`src/rtl/spi_stream_pkg.sv`:
```
package spi_stream_pkg;

  // Frame decoding phase
  typedef enum logic [1:0] {
    PH_HDR,   // collecting direction bit and address
    PH_DATA,  // moving data bytes
    PH_SKIP   // non-streamed frame past its first byte
  } spi_phase_e;

endpackage

```
`src/rtl/spi_pin_sync.sv`:
```
module spi_pin_sync #(
  parameter int SYNC_STAGES = 2
) (
  input  logic clk,
  input  logic rst,
  input  logic sclk,
  input  logic cs_n,
  input  logic mosi,
  output logic sclk_rise,
  output logic sclk_fall,
  output logic cs_active,
  output logic mosi_s
);

  localparam int TOP = SYNC_STAGES - 1;

  logic [SYNC_STAGES-1:0] sclk_q;
  logic [SYNC_STAGES-1:0] csn_q;
  logic [SYNC_STAGES-1:0] mosi_q;
  logic                   sclk_prev;

  always_ff @(posedge clk) begin
    if (rst) begin
      sclk_q    <= '0;
      csn_q     <= '1;
      mosi_q    <= '0;
      sclk_prev <= 1'b0;
    end else begin
      sclk_q    <= {sclk_q[SYNC_STAGES-2:0], sclk};
      csn_q     <= {csn_q[SYNC_STAGES-2:0], cs_n};
      mosi_q    <= {mosi_q[SYNC_STAGES-2:0], mosi};
      sclk_prev <= sclk_q[TOP];
    end
  end

  assign sclk_rise = sclk_q[TOP] & ~sclk_prev;
  assign sclk_fall = ~sclk_q[TOP] & sclk_prev;
  assign cs_active = ~csn_q[TOP];
  assign mosi_s    = mosi_q[TOP];

endmodule

```
`src/rtl/spi_stream_cfg.sv`:
```
module spi_stream_cfg #(
  parameter int          ADDR_W     = 15,
  parameter int          DATA_W     = 8,
  parameter int unsigned CFG_ADDR   = 0,
  parameter int unsigned STREAM_KEY = 'h3C
) (
  input  logic              clk,
  input  logic              rst,
  input  logic              wr_en,
  input  logic [ADDR_W-1:0] wr_addr,
  input  logic [DATA_W-1:0] wr_data,
  output logic [DATA_W-1:0] cfg_q,
  output logic              stream_en
);

  logic cfg_we;
  assign cfg_we = wr_en && (wr_addr == ADDR_W'(CFG_ADDR));

  always_ff @(posedge clk) begin
    if (rst) cfg_q <= '0;
    else if (cfg_we) cfg_q <= wr_data;
  end

  assign stream_en = (cfg_q == DATA_W'(STREAM_KEY));


  cfg_hold_chk: assert property (@(posedge clk) disable iff (rst)
    !$past(cfg_we) |-> $stable(cfg_q));

endmodule

```
`src/rtl/spi_frame_ctrl.sv`:
```
module spi_frame_ctrl
  import spi_stream_pkg::*;
#(
  parameter int          ADDR_W   = 15,
  parameter int          DATA_W   = 8,
  parameter int unsigned CFG_ADDR = 0
) (
  input  logic              clk,
  input  logic              rst,
  input  logic              sclk_rise,
  input  logic              sclk_fall,
  input  logic              cs_active,
  input  logic              mosi_s,
  input  logic              stream_en,
  input  logic [DATA_W-1:0] cfg_rdata,
  input  logic [DATA_W-1:0] reg_rdata,
  output logic              reg_we,
  output logic              reg_re,
  output logic [ADDR_W-1:0] reg_addr,
  output logic [DATA_W-1:0] reg_wdata,
  output logic              reg_burst,
  output logic              miso
);

  localparam int HDR_BITS = ADDR_W + 1;
  localparam int CNT_MAX  = (HDR_BITS > DATA_W) ? HDR_BITS : DATA_W;
  localparam int CNT_W    = $clog2(CNT_MAX);

  spi_phase_e        phase;
  logic [CNT_W-1:0]  cnt;
  logic [HDR_BITS-1:0] hdr_sr;
  logic [DATA_W-1:0] byte_sr;
  logic [DATA_W-1:0] tx_sr;
  logic [ADDR_W-1:0] cur_addr;
  logic              rd_mode;
  logic              stream_f;
  logic              more;
  logic              re_d;
  logic              from_cfg;

  logic [HDR_BITS-1:0] hdr_next;
  logic [DATA_W-1:0]   byte_next;
  logic [ADDR_W-1:0]   next_addr;

  assign hdr_next  = {hdr_sr[HDR_BITS-2:0], mosi_s};
  assign byte_next = {byte_sr[DATA_W-2:0], mosi_s};
  assign next_addr = cur_addr + ADDR_W'(1);

  always_ff @(posedge clk) begin
    if (rst) begin
      phase     <= PH_HDR;
      cnt       <= '0;
      hdr_sr    <= '0;
      byte_sr   <= '0;
      tx_sr     <= '0;
      cur_addr  <= '0;
      rd_mode   <= 1'b0;
      stream_f  <= 1'b0;
      more      <= 1'b0;
      re_d      <= 1'b0;
      from_cfg  <= 1'b0;
      reg_we    <= 1'b0;
      reg_re    <= 1'b0;
      reg_addr  <= '0;
      reg_wdata <= '0;
      reg_burst <= 1'b0;
    end else begin
      reg_we <= 1'b0;
      reg_re <= 1'b0;
      re_d   <= reg_re;
      if (!cs_active) begin
        phase     <= PH_HDR;
        cnt       <= '0;
        more      <= 1'b0;
        reg_burst <= 1'b0;
        tx_sr     <= '0;
      end else begin
        if (sclk_rise) begin
          unique case (phase)
            PH_HDR: begin
              hdr_sr <= hdr_next;
              if (cnt == CNT_W'(HDR_BITS - 1)) begin
                cnt      <= '0;
                phase    <= PH_DATA;
                rd_mode  <= hdr_next[HDR_BITS-1];
                cur_addr <= hdr_next[ADDR_W-1:0];
                stream_f <= stream_en;
                if (hdr_next[HDR_BITS-1]) begin
                  reg_re   <= 1'b1;
                  reg_addr <= hdr_next[ADDR_W-1:0];
                  from_cfg <= (hdr_next[ADDR_W-1:0] == ADDR_W'(CFG_ADDR));
                end
              end else begin
                cnt <= cnt + CNT_W'(1);
              end
            end
            PH_DATA: begin
              byte_sr <= byte_next;
              if (cnt == '0 && more) reg_burst <= 1'b1;
              if (cnt == CNT_W'(DATA_W - 1)) begin
                cnt <= '0;
                if (!rd_mode) begin
                  reg_we    <= 1'b1;
                  reg_addr  <= cur_addr;
                  reg_wdata <= byte_next;
                end
                if (stream_f) begin
                  more     <= 1'b1;
                  cur_addr <= next_addr;
                  if (rd_mode) begin
                    reg_re   <= 1'b1;
                    reg_addr <= next_addr;
                    from_cfg <= (next_addr == ADDR_W'(CFG_ADDR));
                  end
                end else begin
                  phase <= PH_SKIP;
                end
              end else begin
                cnt <= cnt + CNT_W'(1);
              end
            end
            default: ;
          endcase
        end
        if (re_d) begin
          tx_sr <= from_cfg ? cfg_rdata : reg_rdata;
        end else if (sclk_fall && phase != PH_HDR && (cnt != '0 || phase == PH_SKIP)) begin
          tx_sr <= {tx_sr[DATA_W-2:0], 1'b0};
        end
      end
    end
  end

  assign miso = tx_sr[DATA_W-1];

  // Checker state: address of the most recent write strobe
  logic [ADDR_W-1:0] last_we_addr;
  always_ff @(posedge clk) begin
    if (rst) last_we_addr <= '0;
    else if (reg_we) last_we_addr <= reg_addr;
  end


  we_re_excl_chk: assert property (@(posedge clk) disable iff (rst)
    !(reg_we && reg_re));


  strobe_src_chk: assert property (@(posedge clk) disable iff (rst)
    (reg_we || reg_re) |-> $past(sclk_rise && cs_active));


  ascend_chk: assert property (@(posedge clk) disable iff (rst)
    (reg_we && reg_burst) |-> (reg_addr == last_we_addr + ADDR_W'(1)));


  skip_quiet_chk: assert property (@(posedge clk) disable iff (rst)
    $past(phase == PH_SKIP) |-> !(reg_we || reg_re));


  burst_in_frame_chk: assert property (@(posedge clk) disable iff (rst)
    reg_burst |-> $past(cs_active));

endmodule

```
`src/rtl/spi_stream_slave.sv`:
```
module spi_stream_slave #(
  parameter int          ADDR_W      = 15,
  parameter int          DATA_W      = 8,
  parameter int          SYNC_STAGES = 2,
  parameter int unsigned CFG_ADDR    = 0,
  parameter int unsigned STREAM_KEY  = 'h3C
) (
  input  logic              clk,
  input  logic              rst,
  input  logic              sclk,
  input  logic              cs_n,
  input  logic              mosi,
  output logic              miso,
  output logic              reg_we,
  output logic              reg_re,
  output logic [ADDR_W-1:0] reg_addr,
  output logic [DATA_W-1:0] reg_wdata,
  input  logic [DATA_W-1:0] reg_rdata,
  output logic              reg_burst
);

  logic              sclk_rise;
  logic              sclk_fall;
  logic              cs_active;
  logic              mosi_s;
  logic              stream_en;
  logic [DATA_W-1:0] cfg_q;

  spi_pin_sync #(
    .SYNC_STAGES(SYNC_STAGES)
  ) sync_i (
    .clk       (clk),
    .rst       (rst),
    .sclk      (sclk),
    .cs_n      (cs_n),
    .mosi      (mosi),
    .sclk_rise (sclk_rise),
    .sclk_fall (sclk_fall),
    .cs_active (cs_active),
    .mosi_s    (mosi_s)
  );

  spi_stream_cfg #(
    .ADDR_W     (ADDR_W),
    .DATA_W     (DATA_W),
    .CFG_ADDR   (CFG_ADDR),
    .STREAM_KEY (STREAM_KEY)
  ) cfg_i (
    .clk       (clk),
    .rst       (rst),
    .wr_en     (reg_we),
    .wr_addr   (reg_addr),
    .wr_data   (reg_wdata),
    .cfg_q     (cfg_q),
    .stream_en (stream_en)
  );

  spi_frame_ctrl #(
    .ADDR_W   (ADDR_W),
    .DATA_W   (DATA_W),
    .CFG_ADDR (CFG_ADDR)
  ) frame_i (
    .clk       (clk),
    .rst       (rst),
    .sclk_rise (sclk_rise),
    .sclk_fall (sclk_fall),
    .cs_active (cs_active),
    .mosi_s    (mosi_s),
    .stream_en (stream_en),
    .cfg_rdata (cfg_q),
    .reg_rdata (reg_rdata),
    .reg_we    (reg_we),
    .reg_re    (reg_re),
    .reg_addr  (reg_addr),
    .reg_wdata (reg_wdata),
    .reg_burst (reg_burst),
    .miso      (miso)
  );

endmodule

```
`config.mk`:
```
export PLATFORM = sky130hd
export DESIGN_NAME = spi_stream_slave
export DESIGN_NICKNAME = d
export VERILOG_FILES = /design/src/rtl/spi_stream_pkg.sv /design/src/rtl/spi_pin_sync.sv /design/src/rtl/spi_stream_cfg.sv /design/src/rtl/spi_frame_ctrl.sv /design/src/rtl/spi_stream_slave.sv
export SDC_FILE = /design/constraint.sdc
export NUM_CORES = 1
export LEC_CHECK = 0
export BUFFER_PORTS_ARGS = -buffer_cell sky130_fd_sc_hd__buf_2
export CAP_MARGIN = 20
export CORE_ASPECT_RATIO = 0.5
export CORE_MARGIN = 3
export CORE_UTILIZATION = 60
export DETAILED_ROUTE_END_ITERATION = 10
export PLACE_DENSITY_LB_ADDON = 0.08
export SETUP_SLACK_MARGIN = 0.3
export SLEW_MARGIN = 20
export SYNTH_ARGS = -nofsm -noshare
export SYNTH_HDL_FRONTEND = slang
export SYNTH_SLANG_ARGS = --single-unit
```
`constraint.sdc`:
```
create_clock -name clk -period 2.9 [get_ports clk]
set_clock_uncertainty 0.1 [all_clocks]
set_input_delay 0.29 -clock clk [delete_from_list [all_inputs] [get_ports clk]]
set_output_delay 0.29 -clock clk [all_outputs]
set_load 0.01 [all_outputs]
```
==> metrics.txt, run 1 <==
status complete, no violations; Clock Root Buffer clkbuf_16; Die X about 130 µm; Worst Hold End sync_i.csn_q[0]; DR vias/cell ~6.2; max-slew violation count 0; Max FO, Critical Path 8; Reg-to-Reg End frame_i.from_cfg; number of flops mapped to enable cells by yosys 0; Ys Warns 0; final setup fails 0; Crit-path slowest cell or3b_1; final core utilization 0.712; synthesis-to-layout area growth 11.8%; CP required approximately 3.1 ns; Worst Path Arrival between 2 and 3 ns; CTS tree done; first-pass GRT wire length between 20000 and 25000 µm; Synth area leaders dfxtp_1 40%, mux2i_1 10%, nor2_1 6.1%; PwrDens roughly 500 nW/µm²; ys flop type dfxtp_1; DR vias between 4000 and 5000; initial DRC count 370; worst min-delay path category in2reg; static leakage roughly 2 nW; family with the most delay on the worst path simple AND/OR/NAND/NOR gates; top cell type's share of synthesized area 0.403; Slew headroom 0.547; synthesized area per cell 8.38 µm²; initial core utilization 0.637; Core Area 7570 µm²; Mapped Area between 4000 and 5000 µm²; Worst-Margin Slew approximately 0.68 ns; max-cap viol count 0; CP Class reg2reg; wire per inst around 17 µm; Cells after Synth 575; CTS buffer count 9; GRT Overall Usage 0.269; number of hold buffers added after cts 0; CP max stage delay 0.54 ns; Die ar. 9210 µm²; Peak supply drop ~0.43 mV; routability cong. about 0.91; Clock Latency Late Sink approximately 0.34 ns; Worst Hold Depth 2; drt total wl ~12000 µm; pin count of the biggest net entering global routing slightly above 40; via count of the first global-routing pass approximately 4000; setup slack at placement about 0.54 ns; I/O pin cnt 40; setup slack, reg-to-reg roughly 0.53 ns; DR DRC count 0; grt ovf 0; Post-DRT Antenna Nets 0; Die Y 69.4 µm; RSZ-0062 raised after global routing no; H-tree depth 3; hold path startpoint cs_n; Std-Cell Rows 22; Nets 603; Clock Tree Buf Depth 2; Final Hold Viols 0; r2r startpoint frame_i.phase[1]; post-route minimum period 2.37 ns; post-route clock period utilization 0.816; Post-synth ARST share 0; layout cells sized above 1 0.127; commonest non-fill, non-tap cell in the layout dfxtp_1; initial antenna violation count 0; sequential area share after synthesis 0.403; Synth Register Bits 97; CP bufs+invs 0; ANT cells 0; Yosys cell types 52; crit-path cells or3b_1, a2111o_1, or4_1, a21oi_1, a41o_1; I/O Buffers 39; CP Launch Type register; register clock-pin slew on the reported worst setup and hold paths 0.07 ns; Fmax 423 MHz; fin worst setup slack 0.534 ns; HPWL Detailed 8120 µm; Syn Nets between 500 and 600; commonest cells after routing, fill and taps aside 97 x dfxtp_1, 78 x nor2_1, 48 x mux2i_1; setup TNS 0 ns; cell taking the most area after synthesis dfxtp_1; worst r2r path cells 5; Critical Path End Type register; clock sink count 97; TritonRoute pass-1 iters 5
-- metrics by stage --
stage          area, µm²  hold slack (ns)  cells  total power [W]
6_report            5390           0.0259    698          0.00267
5_1_grt             5390           0.0363    698          0.00274
4_1_cts             5390           0.0203    698          0.00268
3_5_place_dp        5070            0.296    683          0.00142
3_3_place_gp        5070            0.298    683          0.00142
2_1_floorplan       4820            0.289    575          0.00140
-- how the worst max path moves through the flow --
stage | start | end | slack (ns) | cells after the start
2_1_floorplan | frame_i.cnt[0] | frame_i.tx_sr[6] | 0.74 | 8
3_3_place_gp | frame_i.phase[1] | frame_i.cur_addr[14] | 0.60 | 5
3_5_place_dp | frame_i.phase[1] | frame_i.cur_addr[14] | 0.54 | 5
4_1_cts | frame_i.phase[1] | frame_i.cur_addr[14] | 0.51 | 5
5_1_grt | frame_i.phase[1] | frame_i.cur_addr[14] | 0.34 | 5
6_report | frame_i.phase[1] | frame_i.from_cfg | 0.53 | 5
-- sequential cells by signal, indices dropped and copies added (netlist names), 2 cells and up --
signal and flops:
frame_i.cur_addr 15, frame_i.hdr_sr 15, frame_i.reg_addr 15, cfg_i.cfg_q 8, frame_i.reg_wdata 8, frame_i.tx_sr 8
frame_i.byte_sr 7, frame_i.cnt 4, frame_i.phase 2, sync_i.csn_q 2, sync_i.mosi_q 2, sync_i.sclk_q 2
-- cells by family after synthesis --
| kind of cell | share of synthesized area |
|---|---|
| AND/OR/NAND/NOR | 0.240 |
| multiplexers | 0.102 |
| flip-flops | 0.403 |
| adder cells (fa/ha/maj) | 0.0104 |
| buffers and inverters | 0.0460 |
| XOR/XNOR | 0.0182 |
| AO/OA/AOI/OAI | 0.180 |
-- cells in the mapped netlist, drive strengths merged (7+ instances only) --
| cell type | instances |
|---|---|
| a211oi | 15 |
| a21oi | 36 |
| and2 | 12 |
| buf | 12 |
| clkbuf | 39 |
| dfxtp | 97 |
| mux2i | 48 |
| nand2 | 35 |
| nand2b | 8 |
| nand3 | 10 |
| nand3b | 7 |
| nand4 | 8 |
| nor2 | 78 |
| nor2b | 17 |
| nor3 | 15 |
| nor4 | 11 |
| o21ai | 30 |
| xnor2 | 8 |
-- area by class of cell --
type	count	area, µm²
repair buffers	51	298
multi-input cells	421	2680
clock inverters	5	86.3
inverters	6	22.5
clock buffers	10	229
flip-flops and latches	97	1940
fillers	617	2180
well taps	108	135
-- metal layers --
metal,wire length (µm),GRT usage
met5,0,0
met4,274,0.0772
met3,937,0.0630
met2,5400,0.423
met1,5520,0.370
-- where the power goes --
part | total, W | internal, W | leakage, nW | switching (W)
registers | 0.00134 | 0.00134 | 0.782 | 0.00000438
clock network | 0.00128 | 0.000759 | 0.154 | 0.000520
logic | 0.0000489 | 0.0000180 | 1.01 | 0.0000309
-- what timing repair did --
item                                    in CTS  in global routing
resized for setup                            0                  1
endpoints found under the setup margin       0                  3
setup buffers                                0                  0
No activity file was read; power rests on OpenSTA's default activity.
==> run 2: changes to the inputs <==
--- a/config.mk
+++ b/config.mk
@@ -9,7 +9,7 @@
 export CAP_MARGIN = 20
 export CORE_ASPECT_RATIO = 0.5
 export CORE_MARGIN = 3
-export CORE_UTILIZATION = 60
+export CORE_UTILIZATION = 54
 export DETAILED_ROUTE_END_ITERATION = 10
 export PLACE_DENSITY_LB_ADDON = 0.08
 export SETUP_SLACK_MARGIN = 0.3
==> constraint.sdc (replaced) <==
create_clock -name clk -period 2.1 [get_ports clk]
set_clock_uncertainty 0.1 [all_clocks]
set_input_delay 0.21 -clock clk [delete_from_list [all_inputs] [get_ports clk]]
set_output_delay 0.21 -clock clk [all_outputs]
set_load 0.01 [all_outputs]
==> run 2 against run 1 <==
Critical endpoint is now frame_i.cur_addr[8]. Power rose by 32%. Wire length rose by 23%. Register-to-register slack got worse by 0.42 ns. Via count rose by 10%. Sequential cell count did not move. Critical path type unchanged. Fmax rose by 19%. Global-route usage rose by 0.85 points. Combinational power rose by 85%. Hold slack improved by 0.086 ns. Sequential share of layout area fell by 5.8 points. Worst setup slack got worse by 0.42 ns.
==> metrics.txt, run 2 (same netlist as run 1, synthesis figures left out) <==
initial antenna violation count 0 (unchanged); Die Y 72.8 µm (+4.9%); I/O pin cnt 40 (unchanged); routability cong. 0.900 (-0.97%); switch share 0.232 (+0.0240); hold path startpoint reg_rdata[4]; wire per inst 19.1 µm (+10%); Die X 140 µm (+5.2%); Worst Path Arrival 2.16 ns (-0.39 ns); Std-Cell Rows 23 (+4.5%); layout cells sized above 1 0.325 (+0.198); final setup fails 0 (unchanged); Peak supply drop 0.506 mV (+18%); post-route clock period utilization 0.946 (+0.130); Worst-Margin Slew 0.590 ns (-0.0892 ns); Critical Path End Type register; Clock Latency Late Sink 0.35 ns (about the same); CP Launch Point frame_i.cnt[1]; RSZ-0062 raised after global routing yes; Worst Hold Depth 3 (+1); H-tree depth 3 (unchanged); via count of the first global-routing pass 4451 (+12%); drt total wl 14900 µm (+23%); grt ovf 0 (unchanged); CP required 2.27 ns (-0.82 ns); P_int 0.00270 W (+28%); CTS buffer count 9 (unchanged); DR DRC count 0 (unchanged); worst r2r path cells 10 (+5); Comb pwr share 0.026 (+0.008); Nets 681 (+13%); Clock Root Buffer clkbuf_16; Clock Tree Buf Depth 2 (unchanged); crit-path cells buf_6, ha_4, nand2_4, buf_6, buf_6, nor3_4, nand2_4, buf_12, a211o_1, a21oi_1; pin count of the biggest net entering global routing 39 (-4.9%); CP Launch Type register; max-slew violation count 0 (unchanged); max-cap viol count 0 (unchanged); P_sw 0.000816 W (+47%); Fmax 503 MHz (+19%); Slew headroom 0.606 (+0.0594); most used cell, CP buf_6; I/O Buffers 39 (unchanged); family with the most delay on the worst path buffers and inverters; Die ar. 10200 µm² (+10%); commonest non-fill, non-tap cell in the layout dfxtp_1; initial DRC count 515 (+39%); ANT cells 0 (unchanged); worst min-delay path category in2reg; CP bufs+invs 4 (+4); HPWL Detailed 8790 µm (+8.3%); PwrDens 541 nW/µm² (+9.3%); status complete, no violations; r2r startpoint frame_i.cnt[1]; worst hold slack 0.112 ns (+0.0863 ns); clock sink count 97 (unchanged); commonest cells after routing, fill and taps aside 88 x dfxtp_1, 77 x nor2_1, 57 x buf_4; GRT Overall Usage 0.277 (+0.00849); Clk pwr share 0.450 (-0.029); Top Registers frame_i.cur_addr (15), frame_i.hdr_sr (15), frame_i.reg_addr (15); DR vias 4776 (+10%); synthesis-to-layout area growth 34.8%; DR vias/cell 6.12 (-1.5%); WP depth 10 (+5); CTS tree done; register clock-pin slew on the reported worst setup and hold paths 0.07 ns (about the same); Crit-path slowest cell dfxtp_4; Final Hold Viols 0 (unchanged); setup TNS 0 ns (unchanged); CP Class reg2reg; static leakage 2.50 nW (+28%); Max FO, Critical Path 5 (-3); Core Area 8320 µm² (+9.9%); Post-DRT Antenna Nets 0 (unchanged); final core utilization 0.781 (+0.0691); TritonRoute pass-1 iters 5 (unchanged); post-route minimum period 1.99 ns (-0.379 ns); first-pass GRT wire length 22400 µm (+11%); filler cell count 539 (-13%); CP max stage delay 0.36 ns (-0.18 ns); initial core utilization 0.579 (-0.0572); sequential share of power 0.525 (+0.023)
==> run 2: cell types whose count changed in the layout (fill, tap and decap cells not counted), moves of 9 or more <==
| cell | delta |
|---|---|
| buf_4 | +46 |
| o21ai_0 | -19 |
| dfxtp_1 | -9 |
| o21ai_2 | +13 |
| buf_6 | +21 |
==> run 2: layout make-up <==
type	count	area [µm²]	share of cell area
Sequential cell	97	1960	0.302
Clock inverter	5	47.5	0.00732
Timing Repair Buffer	129	1060	0.163
Inverter	6	28.8	0.00443
Clock buffer	10	229	0.0353
Tap cell	112	140	0.0216
Multi-Input combinational cell	421	3030	0.466
==> run 2: what timing repair did <==
item	4_1_cts	5_1_grt
hold endpoints to repair	3	0
pin swaps	24	42
hold buffers	3	0
resized for setup	62	66
setup endpoints to repair	63	65
gates cloned	6	3
setup buffers	19	11
==> run 2: final timing paths <==
path | to | slack, ns
max reg2reg | frame_i.cur_addr[8] | 0.11
max | frame_i.cur_addr[8] | 0.11
min | frame_i.tx_sr[4] | 0.11
min reg2reg | sync_i.csn_q[1] | 0.33
==> run 2: layer usage <==
| metal | vias to the layer above | part of all wire | GRT usage |
|---|---|---|---|
| met5 | - | 0 | 0 |
| met2 | 232 | 0.45 | 0.467 |
| met4 | 0 | 0.030 | 0.103 |
| met1 | 2260 | 0.43 | 0.350 |
| li1 | 2245 | - | - |
| met3 | 39 | 0.084 | 0.0713 |
==> run 2: worst register-to-register path, delay by kind of cell, from the launching register on <==
kind | cells | cell delay [ns]
AOI/OAI and AO/OA | 2 | 0.36
adders and majority gates | 1 | 0.15
buffers and inverters | 4 | 0.53
DFF | 1 | 0.36
and+or+nand+nor | 3 | 0.43
==> run 2: power by group through the flow <==
stage	clock network [W]	logic [W]	registers, W
floorplan	0	0.0000481	0.00189
global placement	0	0.0000709	0.00189
detailed placement	0	0.0000714	0.00189
CTS	0.00159	0.0000859	0.00184
global route	0.00166	0.0000981	0.00184
finish	0.00158	0.0000906	0.00184
==> run 2: metrics by stage <==
stage	power [W]	std cells	setup WS (ns)	cell area [µm²]
floorplan	0.00194	575	0.133	4900
global placement	0.00196	723	0.110	5390
detailed placement	0.00196	723	0.0512	5390
CTS	0.00352	766	0.146	6110
global route	0.00360	780	0.0582	6490
finish	0.00352	780	0.113	6490
==> run 3: changes to the inputs <==
--- a/config.mk
+++ b/config.mk
@@ -5,6 +5,7 @@
 export SDC_FILE = /design/constraint.sdc
 export NUM_CORES = 1
 export LEC_CHECK = 0
+export ABC_AREA = 1
 export BUFFER_PORTS_ARGS = -buffer_cell sky130_fd_sc_hd__buf_2
 export CAP_MARGIN = 20
 export CORE_ASPECT_RATIO = 0.5
==> run 3 against run 2 <==
Critical path depth down 1. Combinational power up 8.6%. Clock power up 8%. Via count up 2.1%. Global-route usage about the same. Fmax up 5.4%. Sequential share of layout area up 4.0 points. Non-clock buffer count down 51. Largest power group unchanged.
==> metrics.txt, run 3 <==
status complete, no violations; count leader, synth nand2_1; P_sw 0.000827 W (+1.4%); synthesized area per cell 6.95 µm² (-17%); RSZ-0062 raised after global routing yes; GRT busiest layer met2; number of flops mapped to enable cells by yosys 0 (unchanged); DR vias/cell 5.74 (-6.2%); Die X 137 µm (-1.7%); Fmax 531 MHz (+5.4%); HPWL Detailed 9310 µm (+5.9%); Sequential Area 1960 µm² (+0.19%); initial core utilization 0.569 (-0.0105); M3 GR Usage 0.0603 (-0.0110); H-tree depth 3 (unchanged); cell taking the most area after synthesis dfxtp_1; Die ar. 9830 µm² (-3.3%); I/O pin cnt 40 (unchanged); Worst Path Arrival 2.06 ns (-0.10 ns); Peak supply drop 0.433 mV (-14%); Core Area 8170 µm² (-1.7%); post-route minimum period 1.88 ns (-0.102 ns); drt total wl 14400 µm (-3.5%); I/O Buffers 39 (unchanged); setup slack at placement 0.134 ns (+0.0828 ns); via count of the first global-routing pass 4250 (-4.5%); worst hold slack 0.0776 ns (-0.0346 ns); synth cell count leaders 99 x nand2_1, 97 x dfxtp_1, 91 x nor2_1, 89 x inv_1, 75 x o21ai_0; switch share 0.227 (-0.00499); Post-DRT Antenna Nets 0 (unchanged); crit-path cells ha_4, inv_4, nor3_4, nor2_4, nor3_4, buf_6, buf_6, o21ai_0, a31oi_1; dpl cells 810 (+12%); filler cell count 701 (+30%); first-pass GRT wire length 21300 µm (-5.0%); max-cap viol count 0 (unchanged); register clock-pin slew on the reported worst setup and hold paths 0.07 ns (about the same); Mapped Area 4650 µm² (-3.5%); sequential area share after synthesis 0.418 (+0.0146); met2 usage 0.432 (-0.0349); P_int 0.00282 W (+4.3%); Synth area leaders dfxtp_1 42%, o21ai_0 8.1%, nand2_1 8.0%; worst min-delay path category in2reg; Slew headroom 0.668 (+0.0616); Comb pwr share 0.027 (about the same); Worst Hold End frame_i.tx_sr[0]; sequential share of power 0.508 (-0.017); initial antenna violation count 0 (unchanged); Cells after Synth 669 (+16%); clock sink count 97 (unchanged); Max FO, Critical Path 8 (+3); CP required 2.27 ns (about the same); ANT cells 0 (unchanged); r2r startpoint frame_i.cnt[0]; CTS buffer count 9 (unchanged); pin count of the biggest net entering global routing 34 (-13%); Synth Register Bits 97 (unchanged); Std-Cell Rows 23 (unchanged); Crit-path slowest cell dfxtp_4; Reg-to-Reg End frame_i.cur_addr[13]; TritonRoute pass-1 iters 5 (unchanged); Post-synth ARST share 0 (unchanged); initial DRC count 449 (-13%); grt ovf 0 (unchanged); PwrDens 634 nW/µm² (+17%); routability cong. 0.972 (+8.0%); fin worst setup slack 0.215 ns (+0.102 ns); fin cells 849 (+8.8%); Clock Tree Buf Depth 2 (unchanged); static leakage 2.20 nW (-12%); DR DRC count 0 (unchanged); commonest non-fill, non-tap cell in the layout nand2_1; Die Y 71.6 µm (-1.6%); Syn Nets 686 (+16%); Ys Warns 0 (unchanged); Clk pwr share 0.465 (+0.015); wire per inst 17.0 µm (-11%); final setup fails 0 (unchanged); Clock Latency Late Sink 0.35 ns (about the same); Final Hold Viols 0 (unchanged); Worst Hold Depth 3 (unchanged); hold path startpoint reg_rdata[0]; Clock Root Buffer clkbuf_16; top cell type's share of synthesized area 0.418 (+0.0146); setup slack, reg-to-reg 0.22 ns (+0.10 ns); CP Launch Type register; worst r2r path cells 9 (-1); post-route clock period utilization 0.898 (-0.0485); CP Class reg2reg; synthesis-to-layout area growth 23.5%; final core utilization 0.703 (-0.0783); CTS tree done; layout cells sized above 1 0.212 (-0.113); Critical Path End Type register; setup TNS 0 ns (unchanged); CP max stage delay 0.37 ns (about the same); GRT Overall Usage 0.277 (about the same); Worst-Margin Slew 0.494 ns (-0.0961 ns); DR vias 4876 (+2.1%); Nets 749 (+10%); Top Registers frame_i.cur_addr (15), frame_i.hdr_sr (15), frame_i.reg_addr (15); GRT met1 Usage 0.392 (+0.0418); Yosys cell types 35 (-33%); max-slew violation count 0 (unchanged); ys flop type dfxtp_1; commonest cells after routing, fill and taps aside 94 x nand2_1, 87 x dfxtp_1, 83 x inv_1, 83 x nor2_1, 64 x a21oi_1; area of the multi-input gates 2420 µm² (-20%)
-- run 3: cell count changes in the layout (fill, tap and decap cells not counted), moves of 10 or more --
cell / delta
inv_1: +80
a21oi_1: +32
buf_6: -13
nand3_1: +16
o21ai_0: +51
nand2_1: +65
mux2i_1: -45
buf_4: -30
and2_1: -11
o22ai_1: +10
nor2b_1: -16
-- run 3: worst max-delay path by stage --
stage,startpoint,endpoint,slack (ns),depth (start not counted)
6_report,frame_i.cnt[0],frame_i.cur_addr[13],0.22,9
5_1_grt,frame_i.cnt[0],frame_i.cur_addr[13],0.17,9
4_1_cts,frame_i.cur_addr[0],frame_i.reg_addr[10],0.29,8
3_5_place_dp,frame_i.cnt[0],frame_i.reg_addr[9],0.13,8
3_3_place_gp,frame_i.cur_addr[0],frame_i.from_cfg,0.16,9
2_1_floorplan,frame_i.cnt[0],frame_i.cur_addr[3],0.38,9
-- run 3: cell families after synthesis --
kind of cell,after synthesis,synth area share
compound gates,193,0.231
xor+xnor,2,0.00377
fa+ha+maj,4,0.0108
buf+inv,122,0.104
flops,97,0.418
simple gates,251,0.233
-- run 3: per-layer routing --
metal,wire (µm),vias to the layer above
met5,0,-
met4,323,0
li1,-,2355
met3,1420,37
met1,6240,2229
met2,6410,255
-- run 3: critical path, delay by kind of cell (launching register included) --
family | cells | cell delay, ns
simple gates | 3 | 0.54
flops | 1 | 0.37
buf+inv | 3 | 0.34
compound gates | 2 | 0.29
fa+ha+maj | 1 | 0.17
-- run 3: power groups by stage --
stage	Sequential (W)	Combinational (W)	Clock, W
global placement	0.00190	0.0000862	0
detailed placement	0.00190	0.0000864	0
global route	0.00185	0.000108	0.00178
CTS	0.00185	0.0000913	0.00170
floorplan	0.00189	0.0000527	0
finish	0.00185	0.0000984	0.00170
-- run 3: through the flow --
stage               total power [W]  cell area (µm²)
detailed placement          0.00198             4990
CTS                         0.00365             5400
floorplan                   0.00195             4650
finish                      0.00364             5740
global route                0.00373             5740
global placement            0.00198             4990
-- run 3: what timing repair did --
action | CTS | global route
endpoints found under the hold margin | 3 | 0
buffers inserted | 3 | 13
gates resized for setup | 20 | 82
setup endpoints to repair | 31 | 40
gates cloned | 1 | 3
hold buffers | 3 | 0
pin swaps | 1 | 8
-- run 3: area by class of cell --
class,count,share of cell area
Timing Repair inverter,2,0.00240
Multi-Input combinational cell,450,0.421
Tap cell,112,0.0244
Clock inverter,6,0.0129
Inverter,94,0.0645
Timing Repair Buffer,78,0.0928
Clock buffer,10,0.0399
Sequential cell,97,0.342
